===== config.mk =====
export PLATFORM = sky130hd
export DESIGN_NAME = strm_xbar
export DESIGN_NICKNAME = d
export VERILOG_FILES = /design/src/rtl/xbar_pkg.sv /design/src/rtl/xbar_dec.sv /design/src/rtl/xbar_arb.sv /design/src/rtl/strm_xbar.sv
export SDC_FILE = /design/constraint.sdc
export NUM_CORES = 1
export LEC_CHECK = 0
export CAP_MARGIN = 40
export CORE_MARGIN = 5
export CORE_UTILIZATION = 30
export DETAILED_ROUTE_END_ITERATION = 12
export DONT_BUFFER_PORTS = 1
export GPL_TIMING_DRIVEN = 0
export PLACE_DENSITY = 0.43
export SETUP_SLACK_MARGIN = 0.4
export SYNTH_ARGS = -nofsm -noshare
export SYNTH_HDL_FRONTEND = slang
export SYNTH_SLANG_ARGS = --single-unit

===== constraint.sdc =====
create_clock -name clk -period 4 [get_ports clk]
set_input_delay 0.4 -clock clk [delete_from_list [all_inputs] [get_ports clk]]
set_output_delay 0.4 -clock clk [all_outputs]
set_load 0.03 [all_outputs]

===== src/rtl/xbar_pkg.sv =====
package xbar_pkg;
  function automatic int unsigned idx_w(int unsigned n);
    return (n > 1) ? $clog2(n) : 1;
  endfunction

  function automatic int unsigned cnt_w(int unsigned lim);
    return (lim > 1) ? $clog2(lim + 1) : 1;
  endfunction
endpackage


===== src/rtl/xbar_dec.sv =====
module xbar_dec #(
  parameter int N_OUT = 2,
  parameter int DESTW = 4,
  parameter logic [N_OUT-1:0]       LINK = '1,
  parameter logic [N_OUT*DESTW-1:0] LO   = '0,
  parameter logic [N_OUT*DESTW-1:0] HI   = '1
) (
  input  logic             valid,
  input  logic [DESTW-1:0] dest,
  output logic [N_OUT-1:0] route,
  output logic             miss
);
  logic found;

  always_comb begin
    route = '0;
    found = 1'b0;
    for (int o = 0; o < N_OUT; o++) begin
      if (!found && LINK[o] && dest >= LO[o*DESTW +: DESTW] && dest <= HI[o*DESTW +: DESTW]) begin
        route[o] = 1'b1;
        found    = 1'b1;
      end
    end
    miss = valid && !found;
  end
endmodule


===== src/rtl/xbar_arb.sv =====
module xbar_arb #(
  parameter int N_IN     = 3,
  parameter int USE_RR   = 1,
  parameter int REL_LAST = 1,
  parameter int MAX_XFER = 4,
  parameter int IDLE_TO  = 3
) (
  input  logic                             clk,
  input  logic                             rst_n,
  input  logic [N_IN-1:0]                  req,
  input  logic [N_IN-1:0]                  last_in,
  input  logic                             out_ready,
  output logic                             act,
  output logic [xbar_pkg::idx_w(N_IN)-1:0] sel
);
  localparam int IW = xbar_pkg::idx_w(N_IN);
  localparam int CW = xbar_pkg::cnt_w(MAX_XFER);
  localparam int TW = xbar_pkg::cnt_w(IDLE_TO);

  logic          locked;
  logic [IW-1:0] owner, prev, pick;
  logic [CW-1:0] xcnt, cnt_now;
  logic [TW-1:0] icnt;
  logic          any, found, fire, rel, idle_hit;
  int            c;

  always_comb begin
    any   = |req;
    pick  = '0;
    found = 1'b0;
    c     = 0;
    for (int k = 0; k < N_IN; k++) begin
      if (USE_RR != 0) c = (int'(prev) + 1 + k) % N_IN;
      else             c = k;
      if (!found && req[c]) begin
        pick  = IW'(c);
        found = 1'b1;
      end
    end
  end

  assign sel      = locked ? owner : pick;
  assign act      = locked ? req[owner] : any;
  assign fire     = act && out_ready;
  assign cnt_now  = locked ? xcnt : '0;
  assign rel      = ((REL_LAST != 0) && last_in[sel]) ||
                    ((MAX_XFER != 0) && (32'(cnt_now) + 1 >= MAX_XFER));
  assign idle_hit = (IDLE_TO != 0) && (32'(icnt) + 1 >= IDLE_TO);

  always_ff @(posedge clk) begin
    if (!rst_n) begin
      locked <= 1'b0;
      owner  <= '0;
      prev   <= IW'(N_IN - 1);
      xcnt   <= '0;
      icnt   <= '0;
    end else if (!locked) begin
      if (any) begin
        owner  <= pick;
        prev   <= pick;
        locked <= !(fire && rel);
        xcnt   <= CW'(fire);
        icnt   <= '0;
      end
    end else if (fire) begin
      icnt <= '0;
      if (rel) begin
        locked <= 1'b0;
        xcnt   <= '0;
      end else begin
        xcnt <= xcnt + 1'b1;
      end
    end else if (!req[owner]) begin
      if (idle_hit) begin
        locked <= 1'b0;
        icnt   <= '0;
        xcnt   <= '0;
      end else begin
        icnt <= icnt + 1'b1;
      end
    end else begin
      icnt <= '0;
    end
  end

  // a stalled offer keeps its source
  p_stall_keep_r9: assert property (@(posedge clk) disable iff (!rst_n)
    act && !out_ready |=> act && sel == $past(sel));

  // an owner that is still presenting keeps the output
  p_hold_owner_r3: assert property (@(posedge clk) disable iff (!rst_n)
    locked && !fire && req[owner] |=> locked && owner == $past(owner));

  generate
    if (MAX_XFER > 0) begin : g_cnt_chk
      p_xfer_cap_r5: assert property (@(posedge clk) disable iff (!rst_n)
        locked |-> 32'(xcnt) < MAX_XFER);
    end
    if (IDLE_TO > 0) begin : g_idle_chk
      p_idle_cap_r6: assert property (@(posedge clk) disable iff (!rst_n)
        32'(icnt) < IDLE_TO);
    end
  endgenerate
endmodule


===== src/rtl/strm_xbar.sv =====
module strm_xbar #(
  parameter int N_IN     = 3,
  parameter int N_OUT    = 2,
  parameter int DW       = 16,
  parameter int DESTW    = 4,
  parameter int USE_RR   = 1,
  parameter int REL_LAST = 1,
  parameter int MAX_XFER = 4,
  parameter int IDLE_TO  = 3,
  parameter logic [N_IN*N_OUT-1:0]  LINK    = '1,
  parameter logic [N_OUT*DESTW-1:0] DEST_LO = '0,
  parameter logic [N_OUT*DESTW-1:0] DEST_HI = '1
) (
  input  logic                   clk,
  input  logic                   rst_n,
  input  logic [N_IN-1:0]        s_valid,
  output logic [N_IN-1:0]        s_ready,
  input  logic [N_IN*DW-1:0]     s_data,
  input  logic [N_IN-1:0]        s_last,
  input  logic [N_IN*DESTW-1:0]  s_dest,
  output logic [N_OUT-1:0]       m_valid,
  input  logic [N_OUT-1:0]       m_ready,
  output logic [N_OUT*DW-1:0]    m_data,
  output logic [N_OUT-1:0]       m_last,
  output logic [N_OUT*DESTW-1:0] m_dest,
  output logic [N_IN-1:0]        dec_err
);
  localparam int IW = xbar_pkg::idx_w(N_IN);

  logic [N_OUT-1:0] route [N_IN];
  logic [N_IN-1:0]  miss;
  logic [N_IN-1:0]  want  [N_OUT];
  logic [IW-1:0]    sel   [N_OUT];
  logic [N_OUT-1:0] gmat  [N_IN];

  generate
    for (genvar i = 0; i < N_IN; i++) begin : g_in
      xbar_dec #(
        .N_OUT(N_OUT), .DESTW(DESTW),
        .LINK(LINK[i*N_OUT +: N_OUT]), .LO(DEST_LO), .HI(DEST_HI)
      ) u_dec (
        .valid(s_valid[i]),
        .dest (s_dest[i*DESTW +: DESTW]),
        .route(route[i]),
        .miss (miss[i])
      );
    end

    for (genvar o = 0; o < N_OUT; o++) begin : g_out
      always_comb begin
        for (int i = 0; i < N_IN; i++) want[o][i] = s_valid[i] && route[i][o];
      end

      xbar_arb #(
        .N_IN(N_IN), .USE_RR(USE_RR), .REL_LAST(REL_LAST),
        .MAX_XFER(MAX_XFER), .IDLE_TO(IDLE_TO)
      ) u_arb (
        .clk      (clk),
        .rst_n    (rst_n),
        .req      (want[o]),
        .last_in  (s_last),
        .out_ready(m_ready[o]),
        .act      (m_valid[o]),
        .sel      (sel[o])
      );

      assign m_data[o*DW +: DW]       = s_data[sel[o]*DW +: DW];
      assign m_dest[o*DESTW +: DESTW] = s_dest[sel[o]*DESTW +: DESTW];
      assign m_last[o]                = s_last[sel[o]];

      // stalled output is frozen
      p_stall_data_r9: assert property (@(posedge clk) disable iff (!rst_n)
        m_valid[o] && !m_ready[o] |=> m_valid[o] && $stable(m_data[o*DW +: DW])
                                       && $stable(m_dest[o*DESTW +: DESTW]));
    end
  endgenerate

  always_comb begin
    for (int i = 0; i < N_IN; i++) begin
      s_ready[i] = miss[i];
      for (int o = 0; o < N_OUT; o++) begin
        gmat[i][o] = m_valid[o] && sel[o] == IW'(i);
        if (gmat[i][o] && m_ready[o]) s_ready[i] = 1'b1;
      end
    end
  end

  assign dec_err = miss;

  generate
    for (genvar i = 0; i < N_IN; i++) begin : g_chk
      // an input is served by at most one output
      p_single_path_r1: assert property (@(posedge clk) disable iff (!rst_n)
        $onehot0(gmat[i]));
      // unroutable beats are swallowed, never forwarded
      p_drop_r2: assert property (@(posedge clk) disable iff (!rst_n)
        dec_err[i] |-> s_ready[i] && gmat[i] == '0);
    end
  endgenerate
endmodule


* Yosys cells after proc, flatten, opt, wreduce, memory -nomap -nowiden
Index checks and enable logic that the tools add are counted.
** Word-level totals
- Flip-flop bits (word level) :: 20
- Input bits :: 70
- Output and inout port bits :: 50
- Word-level logic and storage cells :: 217
** Operators by class
- $add $sub $neg :: 14
- Divide/modulo/power cells :: 6
- Order comparisons :: 20
- Equality and inequality tests :: 8
- Shift-type cells :: 4
- Multiplexer cells :: 91
- Bitwise operators :: 2
- Reductions and logical operators :: 62
** Operators by type and width (number)
- 32-bit by 4-bit < comparator with 1-bit output, second input constant :: 6
- 32-bit by 3-bit modulo with 32-bit output, second input constant :: 6
- 48-bit by 7-bit indexed part select with 16-bit output :: 2
- 32-bit by 2-bit adder with 32-bit output, second input constant :: 2
- 32-bit by 3-bit adder with 32-bit output, second input constant :: 2
- 32-bit by 2-bit >= comparator with 1-bit output, second input constant :: 2
- 32-bit by 3-bit >= comparator with 1-bit output, second input constant :: 2
- 1-bit two-way mux :: 49
- 3-bit two-way mux :: 14
- 1-bit logical AND :: 38
- 2-bit two-way mux :: 18
- 12-bit by 5-bit indexed part select with 4-bit output :: 2
- 1-bit binary-select mux with 2-bit select :: 10
- 2-bit by 1-bit adder with 3-bit output, second input constant :: 4
- 4-bit by 1-bit >= comparator with 1-bit output, second input constant :: 3
- 4-bit less-or-equal comparator, second input constant :: 3
- 1-bit logical NOT :: 12
- 2-bit by 3-bit < comparator with 1-bit output, second input constant :: 4
- 3-bit inequality test, second input constant :: 4
- 3-bit by 1-bit adder with 4-bit output, second input constant :: 2
- 3-bit by 1-bit adder with 3-bit output, second input constant :: 2
- 3-bit AND reduction :: 2
- 3-bit OR reduction :: 2
- 2-bit by 1-bit adder with 2-bit output, second input constant :: 2
- 7 further kinds :: 14

* Depth between registers and ports, before layout
Gate-level depths: netlist (run 1).
- Depth in word-level cells :: 26
- Mapped depth :: 10
- Gate-level depth less buffers :: 8

* By module
From an unflattened synthesis (run 1), not the netlist that was laid out.
** Unflattened totals
- Cell total of the unflattened synthesis :: 331
- Area, all modules :: 2706.3 um^2
** Modules (own cells, without submodules)
- xbar_arb :: instances 2, cells each 100, area an instance 800.8 um^2, sequential area each 180.2 um^2
- strm_xbar :: instances 1, cells each 116, area an instance 1014.7 um^2, sequential area each 0.0 um^2
- xbar_dec :: instances 3, cells each 5, area an instance 30.0 um^2, sequential area each 0.0 um^2

* Worst setup path after synthesis (run 1)
Ideal clock, no wire load.
- Path type :: register to output
- Start point :: reg g_out[0].u_arb.prev[0]
- End point :: out s_ready[1]
- Arrival time :: 2.539 ns
- Data required time :: 3.600 ns
- Path slack :: 1.061 ns
- Cell stages (with the launch flop) :: 10
- Buffers on the path :: 2
- Cell sequence :: dfxtp_1 inv_1 ha_1 a221oi_2 a32oi_2 nor3_2 o31a_1 buf_6 buf_8 nor3b_1
** On the way
- Longest elaborated chain between the ends :: 18
- Elaborated cells on any way between the ends :: 30
- Those cells by class :: add/sub (3); div (3); eq/ne (1); mux (17); reduce/logical (6)
** Ends and longest elaborated chain
- start: declaration :: RTL line xbar_arb.sv:21 : logic [IW-1:0] owner, prev, pick;
- start signal: assignment :: RTL line xbar_arb.sv:54 : prev <= IW'(N_IN - 1);
- start signal: assignment :: RTL line xbar_arb.sv:60 : prev <= pick;
- 2-bit by 1-bit adder with 3-bit output (*) :: RTL line xbar_arb.sv:33 : if (USE_RR != 0) c = (int'(prev) + 1 + k) % N_IN;
- parallel branches: the longest is 10 deep, another holds 32-bit by 2-bit adder with 32-bit output
- 2-bit two-way mux (*) :: RTL line xbar_arb.sv:35 : if (!found && req[c]) begin
- 2-bit two-way mux (*) :: RTL line xbar_arb.sv:42 : assign sel = locked ? owner : pick;
- 2-bit by 1-bit equality test with 1-bit output (*) :: RTL line strm_xbar.sv:82 : gmat[i][o] = m_valid[o] && sel[o] == IW'(i);
- 1-bit logical AND (*) :: RTL line strm_xbar.sv:82
- 1-bit logical AND (*) :: RTL line strm_xbar.sv:83 : if (gmat[i][o] && m_ready[o]) s_ready[i] = 1'b1;
- 1-bit two-way mux (*) (2 in series) :: RTL line strm_xbar.sv:83
- end: declaration :: RTL line strm_xbar.sv:17 : output logic [N_IN-1:0] s_ready,
Mark *: on every way between the ends. The select of a mux whose other input is x is not followed.

* Worst setup path after layout (run 1)
- Start point :: reg g_out[0].u_arb.prev[0]
- End point :: out m_data[11]
** On the way
- Longest elaborated chain between the ends :: 14
- Elaborated cells on any way between the ends :: 26
- Those cells by class :: add/sub (3); div (3); shift (1); mux (15); reduce/logical (4)
** Ends and longest elaborated chain
- 2-bit by 1-bit adder with 3-bit output (*) :: RTL line xbar_arb.sv:33
- parallel branches: the longest is 10 deep, another holds 32-bit by 2-bit adder with 32-bit output
- 2-bit two-way mux (*) :: RTL line xbar_arb.sv:35
- 2-bit two-way mux (*) :: RTL line xbar_arb.sv:42
- 48-bit by 7-bit indexed part select with 16-bit output (*) :: RTL line strm_xbar.sv:67 : assign m_data[o*DW +: DW] = s_data[sel[o]*DW +: DW];
- end: declaration :: RTL line strm_xbar.sv:23 : output logic [N_OUT*DW-1:0] m_data,
Marked as above.

==> results of run 1 <==
[worst reg2reg max path: cells and delay by family (launching register included)]
family | cells | cell delay, ps
AOI/OAI and AO/OA | 4 | 820
and+or+nand+nor | 2 | 640
DFF | 1 | 460
adders and majority gates | 1 | 280
buffers and inverters | 1 | 150
[cell usage after synthesis (all sizes together), types with 2 or more instances]
library cell / n / area [um2]
dfxtp: 9 / 180
nand2b: 6 / 40.0
ha: 5 / 62.6
clkbuf: 2 / 7.51
o32ai: 4 / 42.6
nor2b: 5 / 33.8
a221oi: 2 / 23.8
or2: 2 / 12.5
o2bb2ai: 20 / 175
mux2i: 21 / 210
nand2: 12 / 45.0
nor3: 5 / 30.0
o211ai: 3 / 22.5
a22oi: 2 / 15.0
a21oi: 7 / 38.8
nand3: 3 / 15.0
nor2: 5 / 18.8
and3: 2 / 12.5
inv: 6 / 22.5
buf: 32 / 260
[sequential cells by signal (all words and copies together) (netlist names)]
name,count
g_out.u_arb.xcnt,3
g_out.u_arb.icnt,2
g_out.u_arb.prev,2
g_out.u_arb.locked,1
g_out.u_arb.owner,1
[report_power, final]
group	total [mW]	switching, mW	leakage [nW]	internal (mW)
clock network	0.110	0.0404	0.0228	0.0698
registers	0.140	0.0286	0.0738	0.111
logic	1.30	0.888	0.563	0.415
[routing by layer]
| layer | wire length (um) | track usage (%) |
|---|---|---|
| met4 | 20 | 2.58 |
| met2 | 2250 | 22.6 |
| met3 | 444 | 4.31 |
| met1 | 1590 | 13.4 |
| met5 | 0 | 0 |
[through the flow]
stage          hold slack [ps]  cells
2_1_floorplan              432    174
3_3_place_gp               442    228
3_5_place_dp               461    230
4_1_cts                    258    234
5_1_grt                    265    234
6_report                   259    234
[cell families (layout without fill, tap and decap cells)]
logic type	Yosys count	count (layout)	share of synthesized area (%)
compound gates	49	49	29.7
mux	22	22	15.4
fa+ha+maj	5	5	4.36
buf+inv	40	46	20.2
simple gates	45	45	17.5
other cells	1	4	0.261
flops	9	9	12.5
[area by class of cell]
type / count / area (um2) / area share, %
multi-input combinational: 125 / 1040 / 63.7
buffer: 34 / 268 / 16.4
sequential: 9 / 180 / 11.0
tap: 54 / 67.6 / 4.14
clock buffer: 4 / 45.0 / 2.76
inverter: 6 / 22.5 / 1.38
timing repair buffer: 2 / 10.0 / 0.613
[worst max-delay path by stage]
| stage | from | end | slack (ps) | cells after the start |
|---|---|---|---|---|
| after global routing | g_out[0].u_arb.prev[0]$_SDFFE_PN0P_ | m_data[11] | 370 | 10 |
| after detailed placement | g_out[0].u_arb.prev[0]$_SDFFE_PN0P_ | m_data[2] | 870 | 10 |
| after CTS | g_out[0].u_arb.prev[0]$_SDFFE_PN0P_ | m_data[2] | 590 | 10 |
| final | g_out[0].u_arb.prev[0]$_SDFFE_PN0P_ | m_data[11] | 630 | 10 |
| after floorplan | g_out[0].u_arb.prev[0]$_SDFFE_PN0P_ | s_ready[1] | 1060 | 9 |
| after global placement | g_out[0].u_arb.prev[0]$_SDFFE_PN0P_ | s_ready[1] | 730 | 9 |
==> run_results.csv, run 1 <==
group,metric,value,unit
global_route,grt_pass1_wl,6170,um
clock_tree,cts_resized,0,
clock_tree,cts.path.max_buffers,2,
power_and_ir_drop,finalPower,1.55,mW
clock_tree,clock_sinks,9,
global_route,antenna_found_initial,0,
final_layout,nNetsFinal,256,
floorplanning,core_area,4690,um2
final_layout,final_cell_mix,"buf_4 (28), mux2i_1 (21), nand2_1 (12), o2bb2ai_2 (10), o2bb2ai_1 (10)",
clock_tree,cts_hold_repair.buffers,0,
flow_run,drv_cap,0,
critical_path,r2r-start,"g_out[0].u_arb.prev[0]$_SDFFE_PN0P_",
drt,drc,0,
synth,synth_edf_count,0,
critical_path,worstPathArrival,2970,ps
clock_tree,cts-buffers-inserted,3,
power_and_ir_drop,ir_drop,0.258,mV
sta,slew_viol_final,0,
final_layout,final_common_cell,"buf_4",
critical_path,ff2ff_setup_slack,1520,ps
final_layout,nFillCells,493,
sta,setup_tns,0,ps
clock_tree,clock_latency,240,ps
clock_tree,cts_tree,"done",
final_layout,num_antenna_cells,0,
power_and_ir_drop,leakage,0.659,nW
drt,drt_pass1_iterations,4,
hold_path,min_path_cells,1,
clock_tree,cts-root-buf,"clkbuf_8",
drt,initialDrtViolationCount,27,
sta,setup_viol,0,
hold_path,hp-start,"rst_n",
critical_path,crit_buf_inv,3,
sta,worst_pin_slew,686,ps
outcome,outcome,"finished clean",
critical_path,path_cells,"inv_1, ha_1, a221oi_2, a32oi_2, nor3_2, o31a_1, buf_6, buf_8, mux2i_1, o2bb2ai_1",
placement,dp_hpwl,3630,um
synth,syn_inst,171,
floorplanning,die-area,6270,um2
critical_path,crit_family,"compound AO/OA/AOI/OAI gates",
sta,max_freq,297,MHz
placement,place_area,1530,um2
critical_path,critical_path.max_fanout,10,
floorplanning,die_height,79.2,um
clock_tree,cts_setup_buffers,0,
critical_path,critPathMaxStageDelay,540,ps
floorplanning,initial_core_util,30.6,%
floorplanning,num_rows,25,
sta,finalCritPeriodShare,84.3,%
power_and_ir_drop,p_per_area,951,nW/um2
final_layout,post-route-util,34.8,%
clock_tree,clk_pin_slew,50,ps
hold_path,holdCritPathClass,"input port to flop",
synth,ys_seq_elements,9,
floorplanning,die_w,79.2,um
global_route,overflow,0,
critical_path,reg2reg_depth,8,
placement,io_buffer_count,0,
synth,syn-cell-area,1440,um2
global_route,grt_max_degree,11,
final_layout,area_growth_syn_to_layout,13.7,%
sta,slew_headroom,53.9,%
synth,dominantRegCellSynth,"dfxtp_1",
critical_path,crit_path_top_delay_cell,"o2bb2ai_1",
sta,fin_skew,0.680,ps
floorplanning,pin_count,120,
drt,drt-total-wl,4310,um
sta,rsz0062_at_grt,"true",
drt,vias,1307,
sta,setup_ws,630,ps
critical_path,r2r-end,"g_out[0].u_arb.xcnt[0]$_SDFFE_PN0P_",
drt,vias_per_cell,5.59,
clock_tree,htreeDepth,1,
synth,synth_cell_types,49,
drt,wl_per_cell,18.4,um
synth,async_flop_share,0,%
critical_path,path_class,"flop to primary output",
critical_path,cp-start-kind,"flop",
synth,synth.avg_cell_area,8.40,um2
drt,drtAntennaViolNets,0,
sta,hold_violations,0,
global_route,gr-usage-all-layers,12.2,%
critical_path,cp-end-kind,"primary output",
critical_path,required,3600,ps
placement,dp_slack,871,ps
hold_path,min_to,"g_out[0].u_arb.prev[1]$_SDFFE_PN1P_",
synth,yosys_warnings,0,
final_layout,fin_area,1630,um2
sta,fin_crit,3370,ps
synth,ys_seq_area_share,12.5,%
global_route,grt_pass1_vias,1254,
final_layout,layout-drive-gt1-share,33.3,%
placement,gp_congestion,0.727,
(Power assumes the default switching activity.)
==> run 2: changes to the inputs <==
PLACE_DENSITY = 0.44   (was 0.43)
clock period = 3 ns   (was 4 ns; I/O delays follow)
==> run_results.csv, run 2 (synthesized netlist as in run 1, its figures left out) <==
group,metric,value,unit
critical_path,critPathMaxStageDelay,330,ps
clock_tree,clock_latency,240,ps
critical_path,critical_path.max_fanout,7,
power_and_ir_drop,leakage,0.913,nW
global_route,antenna_found_initial,0,
global_route,grt_pass1_vias,1545,
placement,dp_cells,228,
final_layout,post-route-util,55.1,%
clock_tree,htreeDepth,1,
drt,drtAntennaViolNets,0,
drt,vias,1457,
floorplanning,core_area,4690,um2
power_and_ir_drop,power.internal,1.73,mW
clock_tree,cts-buffers-inserted,3,
hold_path,hp-start,"rst_n",
floorplanning,initial_core_util,30.6,%
drt,wl_per_cell,21.8,um
clock_tree,cts-root-buf,"clkbuf_8",
floorplanning,num_rows,25,
power_and_ir_drop,p_per_area,1360,nW/um2
drt,drt-total-wl,5550,um
power_and_ir_drop,p_sw,1.78,mW
sta,setup_tns,0,ps
clock_tree,cts.path.max_buffers,2,
drt,initialDrtViolationCount,51,
final_layout,nFillCells,401,
final_layout,final_common_cell,"buf_4",
power_and_ir_drop,p_clk_share,4.2,%
critical_path,crit_path_top_delay_cell,"dfxtp_2",
critical_path,worstPathArrival,2460,ps
hold_path,holdCritPathClass,"input port to flop",
critical_path,cp-start-kind,"flop",
sta,rsz0062_at_grt,"true",
sta,fin_crit,2760,ps
flow_run,drv_cap,0,
power_and_ir_drop,swShare,50.6,%
final_layout,stdcell_count,255,
drt,vias_per_cell,5.71,
floorplanning,pin_count,120,
global_route,overflow,0,
sta,max_freq,362,MHz
final_layout,final_cell_mix,"buf_4 (39), o2bb2ai_4 (20), mux2i_4 (17), nand2_1 (12)",
power_and_ir_drop,power_frac_seq,5.5,%
power_and_ir_drop,combPwrFrac,90.3,%
drt,drc,0,
sta,hold_violations,0,
hold_path,min_path_cells,1,
outcome,outcome,"finished clean",
final_layout,nNetsFinal,277,
floorplanning,die_w,79.2,um
final_layout,multi_input_comb_area,1680,um2
critical_path,crit_start,"g_out[0].u_arb.prev[1]$_SDFFE_PN1P_",
critical_path,r2r-end,"g_out[0].u_arb.locked$_SDFF_PN0_",
final_layout,num_antenna_cells,0,
sta,slew_viol_final,0,
clock_tree,cts_hold_repair.buffers,0,
final_layout,largest_register_ffs,3,
critical_path,required,2700,ps
global_route,grt_pass1_wl,8200,um
power_and_ir_drop,ir_drop,0.787,mV
sta,setup_viol,0,
clock_tree,clk_pin_slew,50,ps
clock_tree,clock_sinks,9,
final_layout,area_growth_syn_to_layout,80.1,%
final_layout,seqCellArea,185,um2
critical_path,reg2reg_depth,11,
final_layout,reg_top3,"g_out.u_arb.xcnt x3, g_out.u_arb.icnt x2, g_out.u_arb.prev x2",
placement,dp_hpwl,3880,um
sta,worst_pin_slew,674,ps
placement,io_buffer_count,0,
sta,fin_skew,2.12,ps
sta,finalCritPeriodShare,92.0,%
critical_path,r2r-start,"g_out[0].u_arb.prev[1]$_SDFFE_PN1P_",
floorplanning,die-area,6270,um2
final_layout,largest_register,"g_out.u_arb.xcnt",
critical_path,path_class,"flop to primary output",
clock_tree,cts_tree,"done",
floorplanning,die_height,79.2,um
sta,slew_headroom,54.7,%
critical_path,path_cells,"buf_6, ha_4, a21bo_2, a32oi_2, nor3_2, o31a_1, buf_6, nor2b_4, buf_12, buf_12, o2bb2ai_4",
placement,gp_congestion,0.771,
critical_path,cp-end-kind,"primary output",
global_route,grt_max_degree,11,
hold_path,min_to,"g_out[0].u_arb.prev[1]$_SDFFE_PN1P_",
final_layout,layout-drive-gt1-share,62.2,%
drt,drt_pass1_iterations,4,
critical_path,ff2ff_setup_slack,690,ps
global_route,gr-usage-all-layers,16.6,%
==> run 2: critical path, delay by kind of cell, from the launching register on <==
| family | cells | cell delay, ps |
|---|---|---|
| compound gates | 4 | 900 |
| fa+ha+maj | 1 | 180 |
| buf+inv | 4 | 540 |
| flops | 1 | 330 |
| simple gates | 2 | 280 |
==> run 2: through the flow <==
step	hold WS, ps	setup slack (ps)	instance area (um2)	total power, mW
3_5_place_dp	400	-84.9	1630	2.01
4_1_cts	160	289	2420	3.28
6_report	164	240	2590	3.51
2_1_floorplan	389	396	1560	1.79
5_1_grt	162	118	2590	3.67
3_3_place_gp	400	1.69	1630	1.98
==> run 2: area by class of cell <==
| type | count | share of cell area [%] |
|---|---|---|
| Multi-Input combinational cell | 125 | 64.7 |
| Sequential cell | 9 | 7.16 |
| Buffer | 34 | 12.0 |
| Inverter | 6 | 0.967 |
| Clock buffer | 4 | 1.74 |
| Timing Repair Buffer | 23 | 10.7 |
| Tap cell | 54 | 2.61 |
==> run 2: worst max-delay path by stage <==
stage | slack [ps] | to | depth (start not counted)
global route | 120 | m_dest[3] | 10
CTS | 290 | m_dest[3] | 11
finish | 240 | m_data[7] | 11
global placement | 2 | m_dest[0] | 8
detailed placement | -80 | m_dest[0] | 8
floorplan | 400 | m_dest[0] | 8
==> run 2: what timing repair did <==
| action | CTS | global route |
|---|---|---|
| pin swaps | 22 | 17 |
| resized for setup | 90 | 15 |
| buffers inserted | 13 | 6 |
| cloned | 3 | 1 |
| endpoints found under the setup margin | 24 | 24 |
| hold endpoints to repair | 0 | 0 |
==> run 2: metal layers <==
layer  up-vias  track usage, %  share of wire [%]
li1        681               -                  -
met1       695            17.6                 36
met2        73            31.1                 54
met3         8            4.88                8.8
met4         0            5.50                1.7
met5         -               0                  0
==> run 2: power by group through the flow <==
stage | Clock, mW | Sequential, mW | Combinational [mW]
after global routing | 0.156 | 0.197 | 3.32
after detailed placement | 0 | 0.189 | 1.82
after global placement | 0 | 0.187 | 1.79
after CTS | 0.149 | 0.191 | 2.95
final | 0.147 | 0.192 | 3.17
after floorplan | 0 | 0.176 | 1.62
==> run 3: changes to the inputs <==
REMOVE_ABC_BUFFERS = 1   (was default)
==> run_results.csv, run 3 (synthesized netlist as in run 1, its figures left out) <==
group,metric,value,unit
critical_path,critical_path.max_fanout,5,
hold_path,holdCritPathClass,"input port to flop",
sta,fin_crit,2750,ps
clock_tree,clk_pin_slew,40,ps
global_route,grt_max_degree,20,
outcome,outcome,"finished clean",
clock_tree,clock_sinks,9,
critical_path,crit_start,"g_out[0].u_arb.prev[0]$_SDFFE_PN0P_",
final_layout,post-route-util,50.2,%
placement,dp_slack,-706,ps
drt,drt-total-wl,5700,um
critical_path,cp-start-kind,"flop",
final_layout,final_common_cell,"buf_4",
global_route,antenna_found_initial,0,
drt,drc,0,
critical_path,cp-end-kind,"primary output",
sta,setup_viol,0,
final_layout,nNetsFinal,260,
sta,slew_headroom,50.8,%
placement,io_buffer_count,0,
global_route,gr-usage-all-layers,17.0,%
hold_path,hp-start,"rst_n",
clock_tree,cts_tree,"done",
drt,drt_pass1_iterations,4,
final_layout,layout-drive-gt1-share,58.2,%
sta,fin_skew,0.889,ps
sta,hold_violations,0,
final_layout,stdcell_count,238,
critical_path,path_cells,"inv_4, ha_4, a21bo_4, a32oi_4, nor3_4, buf_4, or4b_4, a31oi_4, or2_4",
final_layout,reg_top3,"g_out.u_arb.xcnt x3, g_out.u_arb.icnt x2, g_out.u_arb.prev x2",
floorplanning,initial_core_util,30.6,%
placement,place_area,1270,um2
critical_path,worstPathArrival,2450,ps
sta,setup_ws,247,ps
floorplanning,die-area,6270,um2
final_layout,largest_register_ffs,3,
floorplanning,core_area,4690,um2
critical_path,required,2700,ps
floorplanning,die_height,79.2,um
clock_tree,htreeDepth,1,
power_and_ir_drop,finalPower,3.43,mW
sta,worst_pin_slew,736,ps
clock_tree,clock_latency,230,ps
final_layout,fin_area,2360,um2
sta,max_freq,363,MHz
power_and_ir_drop,leakage,0.829,nW
power_and_ir_drop,p_per_area,1460,nW/um2
final_layout,num_antenna_cells,0,
final_layout,largest_register,"g_out.u_arb.xcnt",
power_and_ir_drop,ir_drop,0.670,mV
critical_path,crit_path_top_delay_cell,"or4b_4",
placement,dp_cells,197,
sta,finalCritPeriodShare,91.8,%
drt,initialDrtViolationCount,53,
drt,wl_per_cell,23.9,um
clock_tree,cts-buffers-inserted,3,
drt,vias,1397,
sta,whs,168,ps
flow_run,drv_cap,0,
clock_tree,cts-root-buf,"clkbuf_8",
final_layout,final_cell_mix,"buf_4 (22), o2bb2ai_4 (19), nand2_1 (12), mux2i_2 (11)",
clock_tree,cts_hold_repair.buffers,0,
critical_path,path_class,"flop to primary output",
clock_tree,cts.path.max_buffers,2,
drt,vias_per_cell,5.87,
sta,rsz0062_at_grt,"true",
critical_path,r2r-start,"g_out[0].u_arb.prev[0]$_SDFFE_PN0P_",
sta,slew_viol_final,0,
global_route,grt_pass1_wl,8250,um
placement,dp_hpwl,3370,um
final_layout,area_growth_syn_to_layout,64.1,%
global_route,grt_pass1_vias,1456,
floorplanning,die_w,79.2,um
sta,setup_tns,0,ps
critical_path,critPathMaxStageDelay,540,ps
floorplanning,pin_count,120,
placement,gp_congestion,0.739,
drt,drtAntennaViolNets,0,
floorplanning,num_rows,25,
global_route,overflow,0,
-- run 3: cell count changes in the layout (fill, tap and decap cells not counted), moves of 2 or more --
cell | before | now
o31a_4 | 0 | 2
buf_4 | 39 | 22
o21a_4 | 0 | 2
mux2i_4 | 17 | 5
mux2i_2 | 3 | 11
mux2i_1 | 1 | 5
-- run 3: routing by layer --
layer	wire length, um	global-route usage, %	vias to the layer above
met3	284	4.20	6
li1	-	-	651
met4	73	2.41	0
met5	0	0	-
met2	3070	30.3	47
met1	2270	20.9	693
-- run 3: report_power, final --
group	total [mW]	switching [mW]	internal [mW]	leakage, nW
Clock	0.139	0.0464	0.0925	0.0228
Combinational	3.07	1.63	1.44	0.731
Sequential	0.219	0.0645	0.155	0.0747
Total	3.43	1.75	1.69	0.829
-- run 3: what timing repair did --
item | 4_1_cts | 5_1_grt
resized for setup | 102 | 7
gates cloned | 4 | 0
pin swaps | 20 | 19
endpoints found under the setup margin | 28 | 24
setup buffers | 32 | 1
-- run 3: final cells by class --
type	instances	area (um2)
fill	417	2330
timing repair buffer	37	407
inverter	6	27.5
multi-input combinational	128	1620
sequential	9	188
clock buffer	4	45.0
tap	54	67.6
-- run 3: final timing paths --
path / endpoint / slack (ps) / depth (start not counted)
max: m_last[0] / 250 / 9
min: g_out[0].u_arb.prev[1]$_SDFFE_PN1P_ / 170 / 1
max reg2reg: g_out[0].u_arb.locked$_SDFF_PN0_ / 520 / 13
min reg2reg: g_out[0].u_arb.icnt[1]$_SDFFE_PN0P_ / 450 / 2
-- run 3: worst max-delay path, delay by kind of cell (launching register included) --
family          cells  cell delay (ps)
compound gates      3              640
flops               1              380
fa+ha+maj           1              170
simple gates        3              840
buf+inv             2              180
